**src/rtl/jse_pkg.sv**
```systemverilog
package jse_pkg;
  localparam int WORD_W = 16;
  localparam int REG_W  = 32;

  typedef enum logic [1:0] {
    ST_IDLE = 2'd0,
    ST_LOW  = 2'd1,
    ST_HIGH = 2'd2
  } jse_state_e;
endpackage

```
**src/rtl/jse_rst_sync.sv**
```systemverilog
module jse_rst_sync #(
  parameter int STAGES = 2
) (
  input  logic clk,
  input  logic rst_n_in,
  output logic rst_n_out
);
  logic [STAGES-1:0] chain_q;

  always_ff @(posedge clk or negedge rst_n_in) begin
    if (!rst_n_in) chain_q <= '0;
    else           chain_q <= {chain_q[STAGES-2:0], 1'b1};
  end

  assign rst_n_out = chain_q[STAGES-1];
endmodule

```
**src/rtl/jse_fifo.sv**
```systemverilog
module jse_fifo #(
  parameter int W     = 16,
  parameter int DEPTH = 8
) (
  input  logic         clk,
  input  logic         rst_n,
  input  logic         push,
  input  logic [W-1:0] push_data,
  input  logic         pop,
  output logic [W-1:0] head,
  output logic         full,
  output logic         empty
);
  localparam int AW = (DEPTH > 1) ? $clog2(DEPTH) : 1;
  localparam int CW = $clog2(DEPTH + 1);

  logic [W-1:0]  mem [DEPTH];
  logic [AW-1:0] wptr_q, wptr_d, rptr_q, rptr_d;
  logic [CW-1:0] cnt_q, cnt_d;
  logic          do_push, do_pop;

  assign full    = (cnt_q == CW'(DEPTH));
  assign empty   = (cnt_q == '0);
  assign do_push = push && !full;
  assign do_pop  = pop && !empty;
  assign head    = mem[rptr_q];

  always_comb begin
    wptr_d = wptr_q;
    rptr_d = rptr_q;
    cnt_d  = cnt_q;
    if (do_push) wptr_d = (wptr_q == AW'(DEPTH-1)) ? '0 : wptr_q + AW'(1);
    if (do_pop)  rptr_d = (rptr_q == AW'(DEPTH-1)) ? '0 : rptr_q + AW'(1);
    if (do_push && !do_pop)      cnt_d = cnt_q + CW'(1);
    else if (do_pop && !do_push) cnt_d = cnt_q - CW'(1);
  end

  always_ff @(posedge clk or negedge rst_n) begin
    if (!rst_n) begin
      wptr_q <= '0;
      rptr_q <= '0;
      cnt_q  <= '0;
    end else begin
      wptr_q <= wptr_d;
      rptr_q <= rptr_d;
      cnt_q  <= cnt_d;
    end
  end

  always_ff @(posedge clk) begin
    if (do_push) mem[wptr_q] <= push_data;
  end
endmodule

```
**src/rtl/jse_divider.sv**
```systemverilog
module jse_divider #(
  parameter int DIV_W = 8
) (
  input  logic             clk,
  input  logic             rst_n,
  input  logic             en,
  input  logic [DIV_W-1:0] div_n,
  output logic             tick
);
  logic [DIV_W-1:0] cnt_q, cnt_d, limit;

  assign limit = (div_n == '0) ? '0 : div_n - DIV_W'(1);
  assign tick  = en && (cnt_q == limit);

  always_comb begin
    if (!en || tick) cnt_d = '0;
    else             cnt_d = cnt_q + DIV_W'(1);
  end

  always_ff @(posedge clk or negedge rst_n) begin
    if (!rst_n) cnt_q <= '0;
    else        cnt_q <= cnt_d;
  end
endmodule

```
**src/rtl/jse_shifter.sv**
```systemverilog
module jse_shifter
  import jse_pkg::*;
#(
  parameter int W     = 16,
  parameter int CNT_W = 16
) (
  input  logic             clk,
  input  logic             rst_n,
  input  logic             start,
  input  logic [CNT_W-1:0] bit_count,
  input  logic             tick,
  input  logic [W-1:0]     tx_data,
  input  logic             tx_empty,
  output logic             tx_pop,
  input  logic             tdo,
  output logic             tck,
  output logic             tdi,
  output logic             busy,
  output logic [W-1:0]     rx_data,
  output logic             rx_push
);
  localparam int POS_W = $clog2(W);

  jse_state_e       state_q, state_d;
  logic [W-1:0]     txs_q, txs_d, rxs_q, rxs_d, rx_next;
  logic [POS_W-1:0] txpos_q, txpos_d, rxn_q, rxn_d;
  logic [CNT_W-1:0] left_q, left_d;
  logic             tck_q, tck_d, tdi_q, tdi_d;

  assign rx_next = {tdo, rxs_q[W-1:1]};

  always_comb begin
    state_d = state_q;
    txs_d   = txs_q;
    rxs_d   = rxs_q;
    txpos_d = txpos_q;
    rxn_d   = rxn_q;
    left_d  = left_q;
    tck_d   = tck_q;
    tdi_d   = tdi_q;
    tx_pop  = 1'b0;
    rx_push = 1'b0;
    rx_data = rx_next;
    unique case (state_q)
      ST_IDLE: begin
        if (start && (bit_count != '0) && !tx_empty) begin
          tx_pop  = 1'b1;
          txs_d   = tx_data;
          tdi_d   = tx_data[0];
          txpos_d = '0;
          rxs_d   = '0;
          rxn_d   = '0;
          left_d  = bit_count;
          state_d = ST_LOW;
        end
      end
      ST_LOW: begin
        if (tick) begin
          tck_d   = 1'b1;
          left_d  = left_q - CNT_W'(1);
          state_d = ST_HIGH;
          if ((rxn_q == POS_W'(W-1)) || (left_q == CNT_W'(1))) begin
            rx_push = 1'b1;
            rxs_d   = '0;
            rxn_d   = '0;
          end else begin
            rxs_d   = rx_next;
            rxn_d   = rxn_q + POS_W'(1);
          end
        end
      end
      ST_HIGH: begin
        if (tick) begin
          tck_d = 1'b0;
          if (left_q == '0) begin
            state_d = ST_IDLE;
          end else if (txpos_q == POS_W'(W-1)) begin
            if (tx_empty) begin
              state_d = ST_IDLE;
            end else begin
              tx_pop  = 1'b1;
              txs_d   = tx_data;
              tdi_d   = tx_data[0];
              txpos_d = '0;
              state_d = ST_LOW;
            end
          end else begin
            txs_d   = txs_q >> 1;
            tdi_d   = txs_q[1];
            txpos_d = txpos_q + POS_W'(1);
            state_d = ST_LOW;
          end
        end
      end
      default: state_d = ST_IDLE;
    endcase
  end

  always_ff @(posedge clk or negedge rst_n) begin
    if (!rst_n) begin
      state_q <= ST_IDLE;
      txs_q   <= '0;
      rxs_q   <= '0;
      txpos_q <= '0;
      rxn_q   <= '0;
      left_q  <= '0;
      tck_q   <= 1'b0;
      tdi_q   <= 1'b0;
    end else begin
      state_q <= state_d;
      txs_q   <= txs_d;
      rxs_q   <= rxs_d;
      txpos_q <= txpos_d;
      rxn_q   <= rxn_d;
      left_q  <= left_d;
      tck_q   <= tck_d;
      tdi_q   <= tdi_d;
    end
  end

  assign tck  = tck_q;
  assign tdi  = tdi_q;
  assign busy = (state_q != ST_IDLE);
endmodule

```
**src/rtl/jtag_shift_engine.sv**
```systemverilog
module jtag_shift_engine
  import jse_pkg::*;
#(
  parameter int FIFO_DEPTH = 8,
  parameter int DIV_W      = 8,
  parameter int CNT_W      = 16
) (
  input  logic              clk,
  input  logic              rst_n,
  input  logic [DIV_W-1:0]  cfg_div,
  input  logic              start,
  input  logic [CNT_W-1:0]  bit_count,
  output logic              busy,
  input  logic              tx_wr_valid,
  input  logic [WORD_W-1:0] tx_wr_data,
  output logic              tx_wr_ready,
  input  logic              rx_rd_pop,
  output logic [REG_W-1:0]  rx_rd_data,
  output logic              rx_rd_avail,
  output logic              tck,
  output logic              tdi,
  input  logic              tdo
);
  localparam int PAD_W = REG_W - WORD_W;

  logic              rst_sync_n;
  logic              tick;
  logic              tx_full, tx_empty, tx_pop;
  logic              rx_full, rx_empty, rx_push;
  logic [WORD_W-1:0] tx_head, rx_head, rx_word;

  jse_rst_sync #(.STAGES(2)) u_rst (
    .clk       (clk),
    .rst_n_in  (rst_n),
    .rst_n_out (rst_sync_n)
  );

  jse_fifo #(.W(WORD_W), .DEPTH(FIFO_DEPTH)) u_txq (
    .clk       (clk),
    .rst_n     (rst_sync_n),
    .push      (tx_wr_valid),
    .push_data (tx_wr_data),
    .pop       (tx_pop),
    .head      (tx_head),
    .full      (tx_full),
    .empty     (tx_empty)
  );

  jse_fifo #(.W(WORD_W), .DEPTH(FIFO_DEPTH)) u_rxq (
    .clk       (clk),
    .rst_n     (rst_sync_n),
    .push      (rx_push),
    .push_data (rx_word),
    .pop       (rx_rd_pop),
    .head      (rx_head),
    .full      (rx_full),
    .empty     (rx_empty)
  );

  jse_divider #(.DIV_W(DIV_W)) u_div (
    .clk   (clk),
    .rst_n (rst_sync_n),
    .en    (busy),
    .div_n (cfg_div),
    .tick  (tick)
  );

  jse_shifter #(.W(WORD_W), .CNT_W(CNT_W)) u_shf (
    .clk       (clk),
    .rst_n     (rst_sync_n),
    .start     (start),
    .bit_count (bit_count),
    .tick      (tick),
    .tx_data   (tx_head),
    .tx_empty  (tx_empty),
    .tx_pop    (tx_pop),
    .tdo       (tdo),
    .tck       (tck),
    .tdi       (tdi),
    .busy      (busy),
    .rx_data   (rx_word),
    .rx_push   (rx_push)
  );

  assign tx_wr_ready = !tx_full;
  assign rx_rd_avail = !rx_empty;
  assign rx_rd_data  = {{PAD_W{1'b0}}, rx_head};
endmodule

```
**config.mk**
```make
export PLATFORM = sky130hd
export DESIGN_NAME = jtag_shift_engine
export DESIGN_NICKNAME = d
export VERILOG_FILES = /design/src/rtl/jse_pkg.sv /design/src/rtl/jse_rst_sync.sv /design/src/rtl/jse_fifo.sv /design/src/rtl/jse_divider.sv /design/src/rtl/jse_shifter.sv /design/src/rtl/jtag_shift_engine.sv
export SDC_FILE = /design/constraint.sdc
export NUM_CORES = 1
export LEC_CHECK = 0
export BUFFER_PORTS_ARGS = -buffer_cell sky130_fd_sc_hd__buf_4
export CORE_AREA = 2 2 261 263
export CTS_CLUSTER_SIZE = 40
export DETAILED_ROUTE_END_ITERATION = 8
export DIE_AREA = 0 0 263 265
export PLACE_DENSITY = 0.47
export SYNTH_ARGS = -nofsm -noshare
export SYNTH_HDL_FRONTEND = slang
export SYNTH_HIERARCHICAL = 1
export SYNTH_SLANG_ARGS = --single-unit
export TNS_END_PERCENT = 50
```
**constraint.sdc**
```tcl
create_clock -name clk -period 2.8 [get_ports clk]
set_clock_uncertainty 0.1 [all_clocks]
set_input_delay 0.14 -clock clk [delete_from_list [all_inputs] [get_ports clk]]
set_output_delay 0.14 -clock clk [all_outputs]
set_load 0.02 [all_outputs]
```
==> flow_metrics.py, run 1 <==
metrics = {
    "sta": {
        "worst_pin_slew_ps": 746,
        "setup_tns_ps": -27720,
        "rsz0062_at_grt": "true",
        "hold_violations": 0,
        "fin_crit_sh": 1.24,
        "slew-limit-headroom": 0.503,
        "timing.fmax_mhz": 288,
        "setup_violations": 137,
        "fin_ws_ps": -676,
        "drv_slew": 0,
        "finalCriticalPeriod_ps": 3480,
    },
    "die": {
        "core_um2": 66800,
        "die_y_um": 265,
        "rows": 95,
        "io_pins": 83,
        "fp.dieW_um": 263,
        "initial_utilization": 0.228,
        "die_area_um2": 69700,
    },
    "logic_synthesis": {
        "avgSynthCellArea_um2": 15.8,
        "synth_warnings": 6,
        "syn_inst": 965,
        "synthesis.area_um2": 15200,
    },
    "power": {
        "p_sw_mw": 5.14,
        "p_leak_nw": 7.11,
        "combPwrFrac": 0.315,
        "swShare": 0.306,
        "p_per_area_nw_per_um2": 858,
        "seqPwrFrac": 0.399,
        "clock_power_share": 0.285,
        "cell_internal_pwr_mw": 11.7,
        "ir_drop_v": 0.000553,
    },
    "drt": {
        "post-route-drc-count": 0,
        "first_pass_iters": 4,
        "vias_per_cell": 4.30,
        "routed_wl_mm": 35.5,
        "ant_nets": 0,
        "drtIter0Drc": 553,
        "dr_total_vias": 9015,
        "wl_per_cell_um": 16.9,
    },
    "clock_network": {
        "cts.sink_count": 344,
        "clk_latency_ps": 540,
        "clkTransAtPathRegs_ps": 60,
        "htree_levels": 2,
        "cts_buffers": 38,
        "cts_root_buffer": "clkbuf_16",
        "cts_tree": "built",
        "clock_path_buffers": 3,
    },
    "placement": {
        "globalplace.congestion": 0.760,
        "placement.io_buffers": 66,
        "preCtsSetupSlack_ps": -1270,
        "place_hpwl_mm": 21.4,
        "dp_cells": 1985,
    },
    "final_layout": {
        "final_core_util": 0.293,
        "num-nets-final": 1262,
        "final_cell_mix": "edfxtp_1 (256), buf_4 (179), dfrtp_1 (85), nand2_1 (66), mux4_1 (46)",
        "fillers": 6726,
        "fin_cells": 2096,
        "final_common_cell": "edfxtp_1",
        "drive_gt1_frac": 0.312,
        "syn_to_final_growth_pct": 28.6,
    },
    "min_path": {
        "hold_class": "in -> reg",
    },
    "critical_path": {
        "criticalPathCategory": "reg -> reg",
        "arrival_ps": 3780,
        "start_kind": "flip-flop",
        "cp_max_fo": 5,
        "endpoint_kind": "flip-flop",
        "critPathRequiredTime_ps": 3110,
    },
    "outcome": {
        "failed_checks": "negative setup slack",
        "run_status": "finished with violations",
    },
    "global_routing": {
        "grt_usage": 0.101,
        "grt_pass1_vias": 9409,
        "grt_max_degree": 78,
        "overflow": 0,
        "antenna_found_initial": 4,
        "grt_pass1_wl_mm": 54.7,
    },
    "run": {
        "drv_cap": 0,
    },
}
-- through the flow --
stage	power, mW	hold slack (ps)	instance area, um^2
floorplan	10.2	-256	15500
global placement	12.0	-168	17800
detailed placement	12.1	-168	17800
CTS	17.0	4.74	19500
global route	17.8	28.5	19600
finish	16.8	22.2	19600
-- final cells by class --
type / count / area (um^2) / area share
diodes: 2 / 5.00 / 0.000255
clock buffers: 47 / 1020 / 0.0518
clock inverters: 20 / 178 / 0.00906
inverters: 18 / 70.1 / 0.00357
multi-input cells: 556 / 5260 / 0.268
flip-flops and latches: 344 / 9900 / 0.505
well taps: 873 / 1090 / 0.0557
repair buffers: 236 / 2090 / 0.106
-- final timing paths --
kind,start,endpoint,slack (ps),cells past startpoint
worst max-delay path,u_div/cnt_q[7],u_txq/cnt_q[3],-680,14
worst min-delay path,tx_wr_valid,u_txq/wptr_q[2],20,4
worst max register to register,u_div/cnt_q[7],u_txq/cnt_q[3],-680,14
worst min register to register,u_rst/chain_q[1],u_txq/cnt_q[0],60,0
max in group asynchronous,u_rst/chain_q[1],u_rxq/rptr_q[0],1820,1
min in group asynchronous,u_rst/chain_q[1],u_txq/cnt_q[0],60,0
-- metal layers --
metal  part of all wire  routed length, um  GRT usage
met5            0.00082                 29          0
met3              0.032               1150     0.0190
met1               0.45              15900      0.129
met4              0.016                584     0.0229
met2               0.50              17800      0.176
-- state kept, by name, indices dropped and copies added (netlist names), 3 cells and up --
register	flops
u_shf/rxn_q	4
u_txq/mem	128
u_txq/wptr_q	3
u_rxq/rptr_q	3
u_txq/cnt_q	4
u_div/cnt_q	8
u_rxq/mem	128
u_shf/txs_q	16
u_rxq/wptr_q	3
u_txq/rptr_q	3
u_rxq/cnt_q	4
u_shf/left_q	16
u_shf/txpos_q	4
u_shf/rxs_q	15
-- power by group through the flow --
stage               registers [mW]  logic (mW)  clock network (mW)
floorplan                     6.84        3.34                   0
global placement              6.80        5.18                   0
detailed placement            6.83        5.23                   0
CTS                           6.73        5.33                4.96
global route                  6.83        5.82                5.15
finish                        6.72        5.30                4.80
-- worst max-delay path, cell delays in order (launching register included) --
cell and delay, ps:
dfrtp_1 410, or3_1 340, nand3_2 90, nand4b_4 110, a2111oi_4 390, and2_4 220, nand2_2 60, o41ai_4 350
o41ai_4 160, ha_4 190, inv_4 60, ha_4 190, or4_4 470, o211ai_1 110, o211ai_1 110
-- repair_timing --
action                     4_1_cts  5_1_grt
hold buffers                    36        0
pin swaps                       10        8
setup buffers                    5        2
hold endpoints to repair       158        0
gates cloned                     2        1
setup endpoints to repair      162      196
gates resized for setup         16       29
Power figures use the tool's default switching activity.
==> inputs of run 2 (changes only) <==
Settings changed: CORE_AREA 2 2 261 263 to 2 2 301 229, DIE_AREA 0 0 263 265 to 0 0 303 231.
==> run 2 against run 1 <==
Effect of this change: the run still ends with negative setup slack left; core utilization grew 0.19 points; sequential power about the same; count of clock-buffer cells in the layout rose by 6.
==> flow_metrics.py, run 2 (same netlist as run 1, synthesis figures left out) <==
metrics = {
    "outcome": {
        "run_status": "finished with violations",
        "failed_checks": "negative setup slack",
    },
    "drt": {
        "drtIter0Drc": 417,
        "routed_wl_mm": 34.4,
        "wl_per_cell_um": 16.2,
        "post-route-drc-count": 0,
        "vias_per_cell": 4.21,
        "ant_nets": 0,
        "first_pass_iters": 7,
        "dr_total_vias": 8945,
    },
    "critical_path": {
        "max_stage_delay_ps": 470,
        "critPathRequiredTime_ps": 3100,
        "start_kind": "flip-flop",
        "cp_num_buf_inv": 1,
        "cp_max_fo": 4,
        "cp_top_family": "compound AO/OA/AOI/OAI gates",
        "endpoint_kind": "flip-flop",
        "arrival_ps": 3730,
        "crit_chain": "and2b_1, mux2i_2, nand4b_4, a2111oi_4, and2_4, nand2_2, o41ai_4, o41ai_4, ha_4, inv_4, ha_4, or4_4, o211ai_1, o211ai_1",
        "rrSetupSlack_ps": -620,
        "criticalPathCategory": "reg -> reg",
        "slowest_stage": "or4_4",
    },
    "placement": {
        "place_hpwl_mm": 20.5,
        "placement.io_buffers": 66,
        "globalplace.congestion": 0.782,
        "preCtsSetupSlack_ps": -1190,
        "placed_cell_area_um2": 17900,
    },
    "final_layout": {
        "syn_to_final_growth_pct": 30.5,
        "postLayoutCellArea_um2": 19900,
        "reg_top3": "u_rxq/mem (128), u_txq/mem (128)",
        "final_common_cell": "edfxtp_1",
        "num-nets-final": 1271,
        "final_cell_mix": "edfxtp_1 (256), buf_4 (179), dfrtp_1 (85), nand2_1 (66), mux4_1 (46)",
        "drive_gt1_frac": 0.324,
        "final_core_util": 0.295,
    },
    "sta": {
        "drv_slew": 0,
        "setup_violations": 136,
        "fin_crit_sh": 1.22,
        "timing.fmax_mhz": 292,
        "finalCriticalPeriod_ps": 3420,
        "hold_violations": 0,
        "worst_pin_slew_ps": 833,
        "slew-limit-headroom": 0.444,
        "rsz0062_at_grt": "true",
        "fin_ws_ps": -624,
    },
    "die": {
        "io_pins": 83,
        "rows": 83,
        "core_um2": 67400,
        "initial_utilization": 0.226,
        "die_area_um2": 70000,
        "fp.dieW_um": 303,
        "die_y_um": 231,
    },
    "clock_network": {
        "clkTransAtPathRegs_ps": 60,
        "clk_latency_ps": 540,
        "cts_buffers": 37,
        "cts.sink_count": 344,
        "htree_levels": 2,
        "clock_path_buffers": 3,
        "cts_root_buffer": "clkbuf_16",
        "cts_tree": "built",
    },
    "power": {
        "total_power_mw": 17.0,
        "cell_internal_pwr_mw": 11.9,
        "swShare": 0.303,
        "seqPwrFrac": 0.396,
        "p_per_area_nw_per_um2": 856,
        "p_sw_mw": 5.17,
        "p_leak_nw": 7.22,
        "clock_power_share": 0.294,
        "ir_drop_v": 0.000452,
        "combPwrFrac": 0.310,
    },
    "global_routing": {
        "antenna_found_initial": 2,
        "grt_usage": 0.0988,
        "grt_pass1_vias": 9117,
        "overflow": 0,
        "grt_pass1_wl_mm": 53.7,
        "grt_max_degree": 87,
    },
    "run": {
        "drv_cap": 0,
    },
    "min_path": {
        "hold_class": "in -> reg",
    },
}
-- run 2: cell types whose count changed in the layout (fill, tap and decap cells not counted), sizes merged --
cell / before / now
buf: 198 / 210
clkinv: 15 / 9
clkbuf: 49 / 53
clkinvlp: 0 / 2
inv: 21 / 19
bufinv: 2 / 3
-- run 2: power by group through the flow --
| stage | logic, mW | registers [mW] | clock network [mW] |
|---|---|---|---|
| after global placement | 5.13 | 6.83 | 0 |
| after floorplan | 3.34 | 6.84 | 0 |
| after global routing | 5.81 | 6.85 | 5.38 |
| after CTS | 5.36 | 6.76 | 5.19 |
| after detailed placement | 5.22 | 6.86 | 0 |
| final | 5.29 | 6.75 | 5.00 |
-- run 2: final cells by class --
cell class              count  area (um^2)
diodes                      2         5.00
clock buffers              53         1080
clock inverters            15          185
fillers                  6688        47500
inverters                  18         72.6
multi-input cells         556         5290
flip-flops and latches    344         9900
well taps                 892         1120
repair buffers            246         2260
-- run 2: repair_timing --
action	4_1_cts	5_1_grt
resized for setup	22	26
buffers inserted	8	8
endpoints found under the setup margin	153	192
pin swaps	17	17
gates cloned	3	0
hold buffers	36	0
endpoints found under the hold margin	158	0
-- run 2: path summary, 6_finish.rpt --
check / from / end / depth (start not counted)
max reg2reg: u_div/cnt_q[7] / u_txq/cnt_q[3] / 14
min in group asynchronous: u_rst/chain_q[1] / u_div/cnt_q[7] / 1
min: tx_wr_valid / u_txq/wptr_q[1] / 4
max in group asynchronous: u_rst/chain_q[1] / u_rxq/rptr_q[0] / 1
min reg2reg: u_rst/chain_q[1] / u_div/cnt_q[7] / 1
max: u_div/cnt_q[7] / u_txq/cnt_q[3] / 14
-- run 2: per-layer routing --
layer,global-route usage,vias up,routed length (um)
li1,-,4270,-
met1,0.135,4513,16300
met2,0.162,126,16400
met3,0.0195,36,1250
met4,0.0217,0,462
met5,0,-,0
-- run 2: per-stage QoR --
stage	hold slack (ps)	TNS (ps)	instances
detailed placement	-177	-111760	2004
finish	30.6	-35240	2126
CTS	10.7	-18380	2118
floorplan	-256	-109140	980
global route	27.5	-59870	2126
global placement	-178	-114560	2004
-- run 2: worst reg2reg max path, stage by stage (launching register included) --
cell and delay (ps):
dfrtp_1 400, and2b_1 180, mux2i_2 220, nand4b_4 150
a2111oi_4 350, and2_4 200, nand2_2 50, o41ai_4 350
o41ai_4 160, ha_4 200, inv_4 60, ha_4 200
or4_4 470, o211ai_1 100, o211ai_1 120
